<file path="src/rtl/perf_part_pkg.sv">
package perf_part_pkg;
  localparam int unsigned BND_W  = 5;
  localparam int unsigned DATA_W = 32;
  localparam int unsigned ADDR_W = 4;

  localparam logic [ADDR_W-1:0] A_CTRL = 4'd8;
  localparam logic [ADDR_W-1:0] A_USER = 4'd9;
  localparam logic [ADDR_W-1:0] A_HCFG = 4'd10;

  localparam int unsigned HCFG_TRAP_BIT = 5;
  localparam int unsigned HCFG_HEN_BIT  = 7;
  localparam int unsigned CTRL_NUM_LSB  = 11;

  // Effective boundary: stored value clipped to the implemented count.
  function automatic logic [BND_W-1:0] sat_bound(input logic [BND_W-1:0] raw,
                                                 input int unsigned lim);
    if (32'(raw) > lim) return BND_W'(lim);
    return raw;
  endfunction

  // Counter idx belongs to the guest partition.
  function automatic logic in_guest(input int unsigned idx,
                                    input logic [BND_W-1:0] eff);
    return idx < 32'(eff);
  endfunction
endpackage

</file>
<file path="src/rtl/perf_access_check.sv">
module perf_access_check
  import perf_part_pkg::*;
#(
  parameter int unsigned NUM_CNT = 6
) (
  input  logic [ADDR_W-1:0] addr,
  input  logic [1:0]        el,
  input  logic              ns,
  input  logic              user_en,
  input  logic              ctl_trap,
  input  logic [BND_W-1:0]  eff_bnd,
  output logic              trap,
  output logic              is_cnt
);
  logic low_ns;

  always_comb begin
    is_cnt = 32'(addr) < NUM_CNT;
    low_ns = ns && (el < 2'd2);
    trap   = 1'b0;
    if (is_cnt) begin
      if (el == 2'd0 && !user_en)                       trap = 1'b1;
      else if (low_ns && !in_guest(32'(addr), eff_bnd)) trap = 1'b1;
    end else if (addr == A_CTRL) begin
      if (el == 2'd0 && !user_en) trap = 1'b1;
      else if (low_ns && ctl_trap) trap = 1'b1;
    end else if (addr == A_USER) begin
      trap = (el == 2'd0);
    end else if (addr == A_HCFG) begin
      trap = (el < 2'd2);
    end
  end
endmodule

</file>
<file path="src/rtl/perf_counter.sv">
module perf_counter #(
  parameter int unsigned W = 32
) (
  input  logic         clk,
  input  logic         rst_n,
  input  logic         inc,
  input  logic         wr,
  input  logic [W-1:0] wdata,
  output logic [W-1:0] q
);
  always_ff @(posedge clk or negedge rst_n) begin
    if (!rst_n)   q <= '0;
    else if (wr)  q <= wdata;
    else if (inc) q <= q + W'(1);
  end
endmodule

</file>
<file path="src/rtl/perf_partition_bank.sv">
module perf_partition_bank
  import perf_part_pkg::*;
#(
  parameter int unsigned NUM_CNT = 6,
  parameter int unsigned CNT_W   = 32
) (
  input  logic                 clk,
  input  logic                 rst_n,
  input  logic                 req_valid,
  input  logic                 req_write,
  input  logic [ADDR_W-1:0]    req_addr,
  input  logic [DATA_W-1:0]    req_wdata,
  input  logic [1:0]           req_el,
  input  logic                 req_ns,
  input  logic [NUM_CNT-1:0]   evt_pulse,
  output logic                 rsp_valid,
  output logic                 rsp_trap,
  output logic [DATA_W-1:0]    rsp_rdata
);
  logic [BND_W-1:0] bnd_q;
  logic             ctl_trap_q, hyp_en_q, glob_en_q, user_en_q;
  logic [BND_W-1:0] eff_bnd;
  logic             acc_trap, acc_is_cnt, wr_ok;
  logic [NUM_CNT-1:0] wr_hit, cnt_en;
  logic [CNT_W-1:0] cnt_q [NUM_CNT];
  logic [CNT_W-1:0] cnt0;
  logic [DATA_W-1:0] rd_mux;

  assign eff_bnd = sat_bound(bnd_q, NUM_CNT);
  assign wr_ok   = req_valid && req_write && !acc_trap;
  assign cnt0    = cnt_q[0];

  perf_access_check #(.NUM_CNT(NUM_CNT)) u_acc (
    .addr    (req_addr),
    .el      (req_el),
    .ns      (req_ns),
    .user_en (user_en_q),
    .ctl_trap(ctl_trap_q),
    .eff_bnd (eff_bnd),
    .trap    (acc_trap),
    .is_cnt  (acc_is_cnt)
  );

  for (genvar i = 0; i < NUM_CNT; i++) begin : g_cnt
    assign wr_hit[i] = wr_ok && (32'(req_addr) == i);
    assign cnt_en[i] = in_guest(i, eff_bnd) ? glob_en_q : hyp_en_q;
    perf_counter #(.W(CNT_W)) u_cnt (
      .clk  (clk),
      .rst_n(rst_n),
      .inc  (evt_pulse[i] && cnt_en[i]),
      .wr   (wr_hit[i]),
      .wdata(req_wdata[CNT_W-1:0]),
      .q    (cnt_q[i])
    );
  end

  always_ff @(posedge clk or negedge rst_n) begin
    if (!rst_n) begin
      bnd_q      <= BND_W'(NUM_CNT);
      ctl_trap_q <= 1'b0;
      hyp_en_q   <= 1'b0;
      glob_en_q  <= 1'b0;
      user_en_q  <= 1'b0;
    end else if (wr_ok) begin
      if (req_addr == A_CTRL) glob_en_q <= req_wdata[0];
      if (req_addr == A_USER) user_en_q <= req_wdata[0];
      if (req_addr == A_HCFG) begin
        bnd_q      <= req_wdata[BND_W-1:0];
        ctl_trap_q <= req_wdata[HCFG_TRAP_BIT];
        hyp_en_q   <= req_wdata[HCFG_HEN_BIT];
      end
    end
  end

  always_comb begin
    rd_mux = '0;
    if (acc_is_cnt) begin
      for (int i = 0; i < NUM_CNT; i++)
        if (32'(req_addr) == i) rd_mux = DATA_W'(cnt_q[i]);
    end else if (req_addr == A_CTRL) begin
      rd_mux[0] = glob_en_q;
      rd_mux[CTRL_NUM_LSB +: BND_W] = BND_W'(NUM_CNT);
    end else if (req_addr == A_USER) begin
      rd_mux[0] = user_en_q;
    end else if (req_addr == A_HCFG) begin
      rd_mux[BND_W-1:0]    = bnd_q;
      rd_mux[HCFG_TRAP_BIT] = ctl_trap_q;
      rd_mux[HCFG_HEN_BIT]  = hyp_en_q;
    end
  end

  always_ff @(posedge clk or negedge rst_n) begin
    if (!rst_n) begin
      rsp_valid <= 1'b0;
      rsp_trap  <= 1'b0;
      rsp_rdata <= '0;
    end else begin
      rsp_valid <= req_valid;
      rsp_trap  <= req_valid && acc_trap;
      rsp_rdata <= (req_valid && !acc_trap && !req_write) ? rd_mux : '0;
    end
  end
endmodule

</file>
<file path="config.mk">
export PLATFORM = sky130hd
export DESIGN_NAME = perf_partition_bank
export DESIGN_NICKNAME = d
export VERILOG_FILES = /design/src/rtl/perf_part_pkg.sv /design/src/rtl/perf_access_check.sv /design/src/rtl/perf_counter.sv /design/src/rtl/perf_partition_bank.sv
export SDC_FILE = /design/constraint.sdc
export NUM_CORES = 1
export LEC_CHECK = 0
export ABC_AREA = 1
export BUFFER_PORTS_ARGS = -buffer_cell sky130_fd_sc_hd__buf_2
export CORE_UTILIZATION = 35
export CTS_CLUSTER_SIZE = 40
export DETAILED_ROUTE_END_ITERATION = 7
export PLACE_DENSITY = 0.57
export REMOVE_ABC_BUFFERS = 1
export SKIP_CTS_REPAIR_TIMING = 1
export SLEW_MARGIN = 20
export SYNTH_ARGS = -nofsm -noshare
export SYNTH_HDL_FRONTEND = slang
export SYNTH_SLANG_ARGS = --single-unit
</file>
<file path="constraint.sdc">
create_clock -name clk -period 2.7 [get_ports clk]
set_input_delay 0.81 -clock clk [delete_from_list [all_inputs] [get_ports clk]]
set_output_delay 0.81 -clock clk [all_outputs]
set_load 0.05 [all_outputs]
</file>
# Yosys cells after proc, flatten, opt, wreduce, memory -nomap -nowiden
# Index checks and enable logic that the tools add are counted.
# W data, S select, Z words.
[op_classes]
add_sub_neg = 6
magnitude_cmp = 10
n_eq_ne = 8
mux = 51
reduce_logical = 36
[op_table]
columns = ["cell", "count"]
rows = [
  ["$mux W32", 19],
  ["$add A32 B1 Y32 const B", 6],
  ["$mux W5", 5],
  ["$mux W1", 22],
  ["$logic_and A1 B1 Y1", 21],
  ["$mux W16", 1],
  ["$eq A4 B4 Y1 const B", 3],
  ["$mux W6", 2],
  ["$reduce_bool A2 Y1", 6],
  ["$lt A1 B5 Y1 const A", 2],
  ["$lt A2 B5 Y1 const A", 2],
  ["$lt A3 B5 Y1 const A", 2],
  ["$eq A4 B2 Y1 const B", 2],
  ["$eq A4 B3 Y1 const B", 2],
  ["$mux W3", 2],
  ["$reduce_and A2 Y1", 3],
  ["$gt A5 B3 Y1 const B", 1],
  ["$lt A4 B5 Y1", 1],
  ["$eq A4 B1 Y1 const B", 1],
  ["$logic_not A1 Y1", 4],
  ["$logic_not A4 Y1", 1],
  ["$lt A4 B3 Y1 const B", 1],
  ["$logic_not A2 Y1", 1],
  ["$lt A2 B2 Y1 const B", 1],
]
[word_totals]
reg_bits = 235
inputBits = 49
wordCells = 125

# Logic depth before layout (Yosys ltp)
[depth]
word_depth = 13
depth_mapped = 17
depth_no_buf = 16

# Cells and area by module
# From an unflattened synthesis, not the netlist that was laid out.
[hier_totals]
cells_unflattened = 2552
hier_area_um2 = 16966.3
[by_module_without_submodules]
columns = ["mod", "n_inst", "cells_each", "area_per_inst_um2", "seq_area_each_um2"]
rows = [
  ["perf_counter", 6, 325, 2218.4, 800.8],
  ["perf_partition_bank", 1, 565, 3469.6, 1078.5],
  ["perf_access_check", 1, 37, 186.4, 0.0],
]

# Least setup slack after synthesis
# No wires, ideal clock.
[synth_timing]
kind = "input to register"
from = "in req_addr[2]"
to = "reg g_cnt[1].u_cnt.q[1]"
setup_ns = 0.121
arrival_time_ns = 2.100
path_slack_ns = 0.480
cell_stages = 13
path_cell_list = "ha_1 > nand2_1 > a21oi_1 > nand2_1 > nand2_1 > nand2_1 > nand2_1 > nand2_4 > nand3_2 > buf_4 > buf_6 > o21ai_0 > nand2_1"
[synth_via]
elab_chain_len = 10
elab_cells_between_ends = 19
classes_between = "order compare (2); eq/ne (4); mux (7); reduce/logical (6)"
[synth_rtl]
columns = ["element", "line", "source"]
rows = [
  ["start, declared", "perf_partition_bank.sv:11", "input logic [ADDR_W-1:0] req_addr,"],
  ["$lt A4 B5 Y1", "perf_part_pkg.sv:24", "return idx < 32'(eff);"],
  ["$logic_not A1 Y1", "perf_access_check.sv:23", "else if (low_ns && !in_guest(32'(addr), eff_bnd)) trap = 1'b1;"],
  ["$logic_and A1 B1 Y1", "perf_access_check.sv:23", ""],
  ["$mux W1", "perf_access_check.sv:23", ""],
  ["$mux W1", "perf_access_check.sv:22", "if (el == 2'd0 && !user_en) trap = 1'b1;"],
  ["$mux W1", "perf_access_check.sv:21", "if (is_cnt) begin"],
  ["$logic_not A1 Y1", "perf_partition_bank.sv:30", "assign wr_ok = req_valid && req_write && !acc_trap;"],
  ["$logic_and A1 B1 Y1", "perf_partition_bank.sv:30", ""],
  ["$logic_and A1 B1 Y1 *", "perf_partition_bank.sv:45", "assign wr_hit[i] = wr_ok && (32'(req_addr) == i);"],
  ["$mux W32 or $reduce_bool A2 Y1 (tied branches)", "--", ""],
  ["end signal, assigned", "perf_counter.sv:13", "else if (wr) q <= wdata;"],
  ["end signal, assigned", "perf_counter.sv:14", "else if (inc) q <= q + W'(1);"],
  ["end, declared", "perf_counter.sv:9", "output logic [W-1:0] q"],
]
# Mark *: on every way between the ends. The rest lies on a longest branch, timed or not.
# A chain may end at the register's enable or synchronous reset.

# Final worst setup path
[layout_timing]
from = "reg bnd_q[4]"
to = "reg g_cnt[2].u_cnt.q[30]"
[layout_via]
elab_chain_len = 13
elab_cells_between_ends = 17
classes_between = "order compare (3); mux (7); reduce/logical (7)"
[layout_rtl]
columns = ["element", "line", "source"]
rows = [
  ["start, declared", "perf_partition_bank.sv:20", "logic [BND_W-1:0] bnd_q;"],
  ["start signal, assigned", "perf_partition_bank.sv:59", "bnd_q <= BND_W'(NUM_CNT);"],
  ["start signal, assigned", "perf_partition_bank.sv:68", "bnd_q <= req_wdata[BND_W-1:0];"],
  ["$gt A5 B3 Y1", "perf_part_pkg.sv:17", "if (32'(raw) > lim) return BND_W'(lim);"],
  ["$mux W1", "perf_part_pkg.sv:17", ""],
  ["$mux W5 *", "perf_part_pkg.sv:18", "return raw;"],
  ["$lt A4 B5 Y1", "perf_part_pkg.sv:24", ""],
  ["$logic_not A1 Y1", "perf_access_check.sv:23", ""],
  ["$logic_and A1 B1 Y1", "perf_access_check.sv:23", ""],
  ["$mux W1", "perf_access_check.sv:23", ""],
  ["$mux W1", "perf_access_check.sv:22", ""],
  ["$mux W1", "perf_access_check.sv:21", ""],
  ["$logic_not A1 Y1", "perf_partition_bank.sv:30", ""],
  ["$logic_and A1 B1 Y1", "perf_partition_bank.sv:30", ""],
  ["$logic_and A1 B1 Y1", "perf_partition_bank.sv:45", ""],
  ["$mux W32 or $reduce_bool A2 Y1 (tied branches)", "--", ""],
  ["end signal, assigned", "perf_counter.sv:13", ""],
  ["end signal, assigned", "perf_counter.sv:14", ""],
  ["end, declared", "perf_counter.sv:9", ""],
]
# Marked as above.

==> metrics.cfg <==
[outcome]
status = finished, final reports clean

[critical_path]
crit_fanout = 22
worstPathBufferInverterCount = 3
path_cells = inv_1, nand2_1, nor2_2, ha_1, nand2_1, a21oi_1, nand2_1, nand2_1, nand2_1, nand2_1, nand2_4, nand3_2, buf_12, inv_2, nand2_1, nand2_1, nand2_1
worst_path_max_delay_cell = dfrtp_1
worstPathRequired_ns = 3.18
cp_slowest_stage_delay_ns = 0.38
path_delay_family = simple AND/OR/NAND/NOR gates
cp_common_cell = nand2_1
path_class = flip-flop to flip-flop
end_kind = flip-flop
start_kind = flip-flop
cp_data_arrival_time_ns = 3.01

[cts]
clkTransAtPathRegs_ns = 0.06
cts_sinks = 235
cts_root_buffer = clkbuf_16
clk_path_buf_depth = 3
clock_latency_ns = 0.59
cts.htree.levels = 1
numCtsBuffers = 30
cts_tree = yes

[layout]
nets = 2862
drive_gt1_frac = 0.112
nFillCells = 5251
stdcell_count = 3489
utilization = 0.417
area.growth.synth_to_final_pct = 17.9

[power]
p_seq_frac = 0.419
switching_share = 0.445
leakage_nw = 9.47
p_switching_w = 0.00709
clkPwrFrac = 0.248
peakVddDrop_v = 0.000565
p_int_w = 0.00885
power_density_nw_per_um2 = 782
pwr-share-comb = 0.332

[floorplan]
die_h_um = 224
dieArea_um2 = 50300
start_util = 0.354
placementRows = 81
io_pins = 83
core-area_um2 = 48800
die_w_um = 224

[global_routing]
first_global_vias = 17500
grt_util_met3 = 0.0426
use_met2 = 0.448
busiest_layer = met1
grt_max_degree = 55
grt_usage = 0.306
gr-total-overflow = 0
use_met1 = 0.450
antenna_found_initial = 1
grt_pass1_wl_mm = 115

[timing]
worst_pin_slew_ns = 0.692
rsz0062_at_grt = no
skew_ns = 0.0126
final-hold-violation-count = 0
finalSetupViolCount = 0
finalCriticalPeriod_ns = 2.54
fmax_mhz = 394
maxSlewHeadroom = 0.538
slew_viol_final = 0
min_period_over_period = 0.939

[route]
dr.pass1.iters = 5
via_per_inst = 5.49
wl_mm = 77.3
wl_per_cell_um = 22.2
route.detailed.drc = 0
detail_route.iter0.violations = 2367
vias = 19200
final_antenna_net_count = 0

[synthesis]
synth_common_cells = 809 x nand2_1, 375 x nand3_1, 268 x inv_1
synth.area.top_cells = dfrtp_1 34%, nand2_1 18%, nand3_1 11%
synth_edf_count = 0
yosysTopAreaCell = dfrtp_1
synthFlopType = dfrtp_1
yosys_warnings = 0
synth_top_area_frac = 0.337
yosysMostFrequentCell = nand2_1
avgSynthCellArea_um2 = 6.51
ys_types = 44
synth-seq-cells = 235
synthArstFlopShare = 1.00
synth_cells = 2656
yosysSeqAreaShare = 0.340
synth_area_um2 = 17300

[place]
placed_cells = 3437
place.port_buffers = 82
dpl.hpwl_mm = 59.1
gp_congestion = 0.973

[hold_path]
hp-class = input port to asynchronous set/reset pin

[flow_run]
maxCapViolCount = 0

==> cells in the final DEF (no fill, tap or decap), drive strengths merged, types with 2 or more instances in the layout <==
cell    count
or2         9
ha          8
nand3     381
clkbuf     43
buf       228
nor3b       6
a22oi       4
dfstp       2
nor4        2
and3        5
nor3       84
o22ai      20
o211ai     10
inv       281
nor2      244
xor2      111
o221ai     21
nand4      61
xnor2      29
o21ai     170
nand2     813
clkinv     12
nand3b      6
a21oi      35
dfrtp     233
==> kinds of logic (layout without fill, tap and decap cells) <==
logic type | count (synthesis) | after routing | synth area share
simple gates | 1612 | 1612 | 0.403
buf+inv | 397 | 565 | 0.0946
compound gates | 263 | 263 | 0.0851
flops | 235 | 235 | 0.340
xor+xnor | 140 | 140 | 0.0710
fa+ha+maj | 8 | 8 | 0.00579
other cells | 1 | 2 | 0.000217
==> power by group through the flow <==
stage	logic [W]	clock network (W)	registers, W
3_5_place_dp	0.00519	0	0.00665
6_report	0.00530	0.00396	0.00668
5_1_grt	0.00588	0.00416	0.00684
3_3_place_gp	0.00512	0	0.00664
4_1_cts	0.00522	0.00403	0.00660
2_1_floorplan	0.00337	0	0.00598
==> area by class of cell <==
class / instances / area, µm² / share of cell area
Sequential cell: 235 / 5880 / 0.289
Tap cell: 664 / 831 / 0.0408
Timing Repair Buffer: 228 / 1880 / 0.0922
Inverter: 286 / 1080 / 0.0529
Multi-Input combinational cell: 2024 / 9770 / 0.479
Clock inverter: 8 / 46.3 / 0.00227
Antenna cell: 1 / 2.50 / 0.000123
Clock buffer: 43 / 891 / 0.0437
==> sequential cells by signal, indices dropped and copies added, names as in the netlist <==
register,flops
hyp_en_q,1
bnd_q,5
user_en_q,1
glob_en_q,1
rsp_rdata,32
rsp_trap,1
rsp_valid,1
g_cnt.u_cnt.q,192
ctl_trap_q,1
==> metal layers <==
metal | routed length, µm | vias up
met3 | 6450 | 125
met1 | 35100 | 9173
met5 | 13 | -
li1 | - | 8940
met2 | 32500 | 915
met4 | 3170 | 2
==> per-stage QoR <==
stage / TNS [ns] / hold WS, ns / setup WS [ns] / instance area, µm² / total power (W)
global route: 0 / 0.176 / 0.00165 / 20400 / 0.0169
floorplan: -73.85 / 0.442 / -0.817 / 16700 / 0.00936
global placement: -0.479 / 0.456 / -0.0632 / 19400 / 0.0118
CTS: 0 / 0.158 / 0.170 / 20400 / 0.0159
detailed placement: -0.461 / 0.468 / -0.0623 / 19400 / 0.0118
finish: 0 / 0.146 / 0.164 / 20400 / 0.0159
==> final timing paths <==
| path | cells past startpoint | from | slack (ns) | end |
|---|---|---|---|---|
| min reg2reg | 2 | g_cnt[3].u_cnt.q[31]$_DFFE_PN0P_ | 0.49 | g_cnt[3].u_cnt.q[31]$_DFFE_PN0P_ |
| max in group asynchronous | 2 | rst_n | 1.80 | bnd_q[1]$_DFFE_PN1P_ |
| max | 17 | bnd_q[4]$_DFFE_PN0P_ | 0.16 | g_cnt[2].u_cnt.q[30]$_DFFE_PN0P_ |
| min | 1 | rst_n | 0.15 | g_cnt[4].u_cnt.q[12]$_DFFE_PN0P_ |
| max reg2reg | 17 | bnd_q[4]$_DFFE_PN0P_ | 0.16 | g_cnt[2].u_cnt.q[30]$_DFFE_PN0P_ |
| min in group clk | 1 | req_valid | 0.40 | rsp_valid$_DFF_PN0_ |
Note: power is estimated with default switching activity, not from simulation.
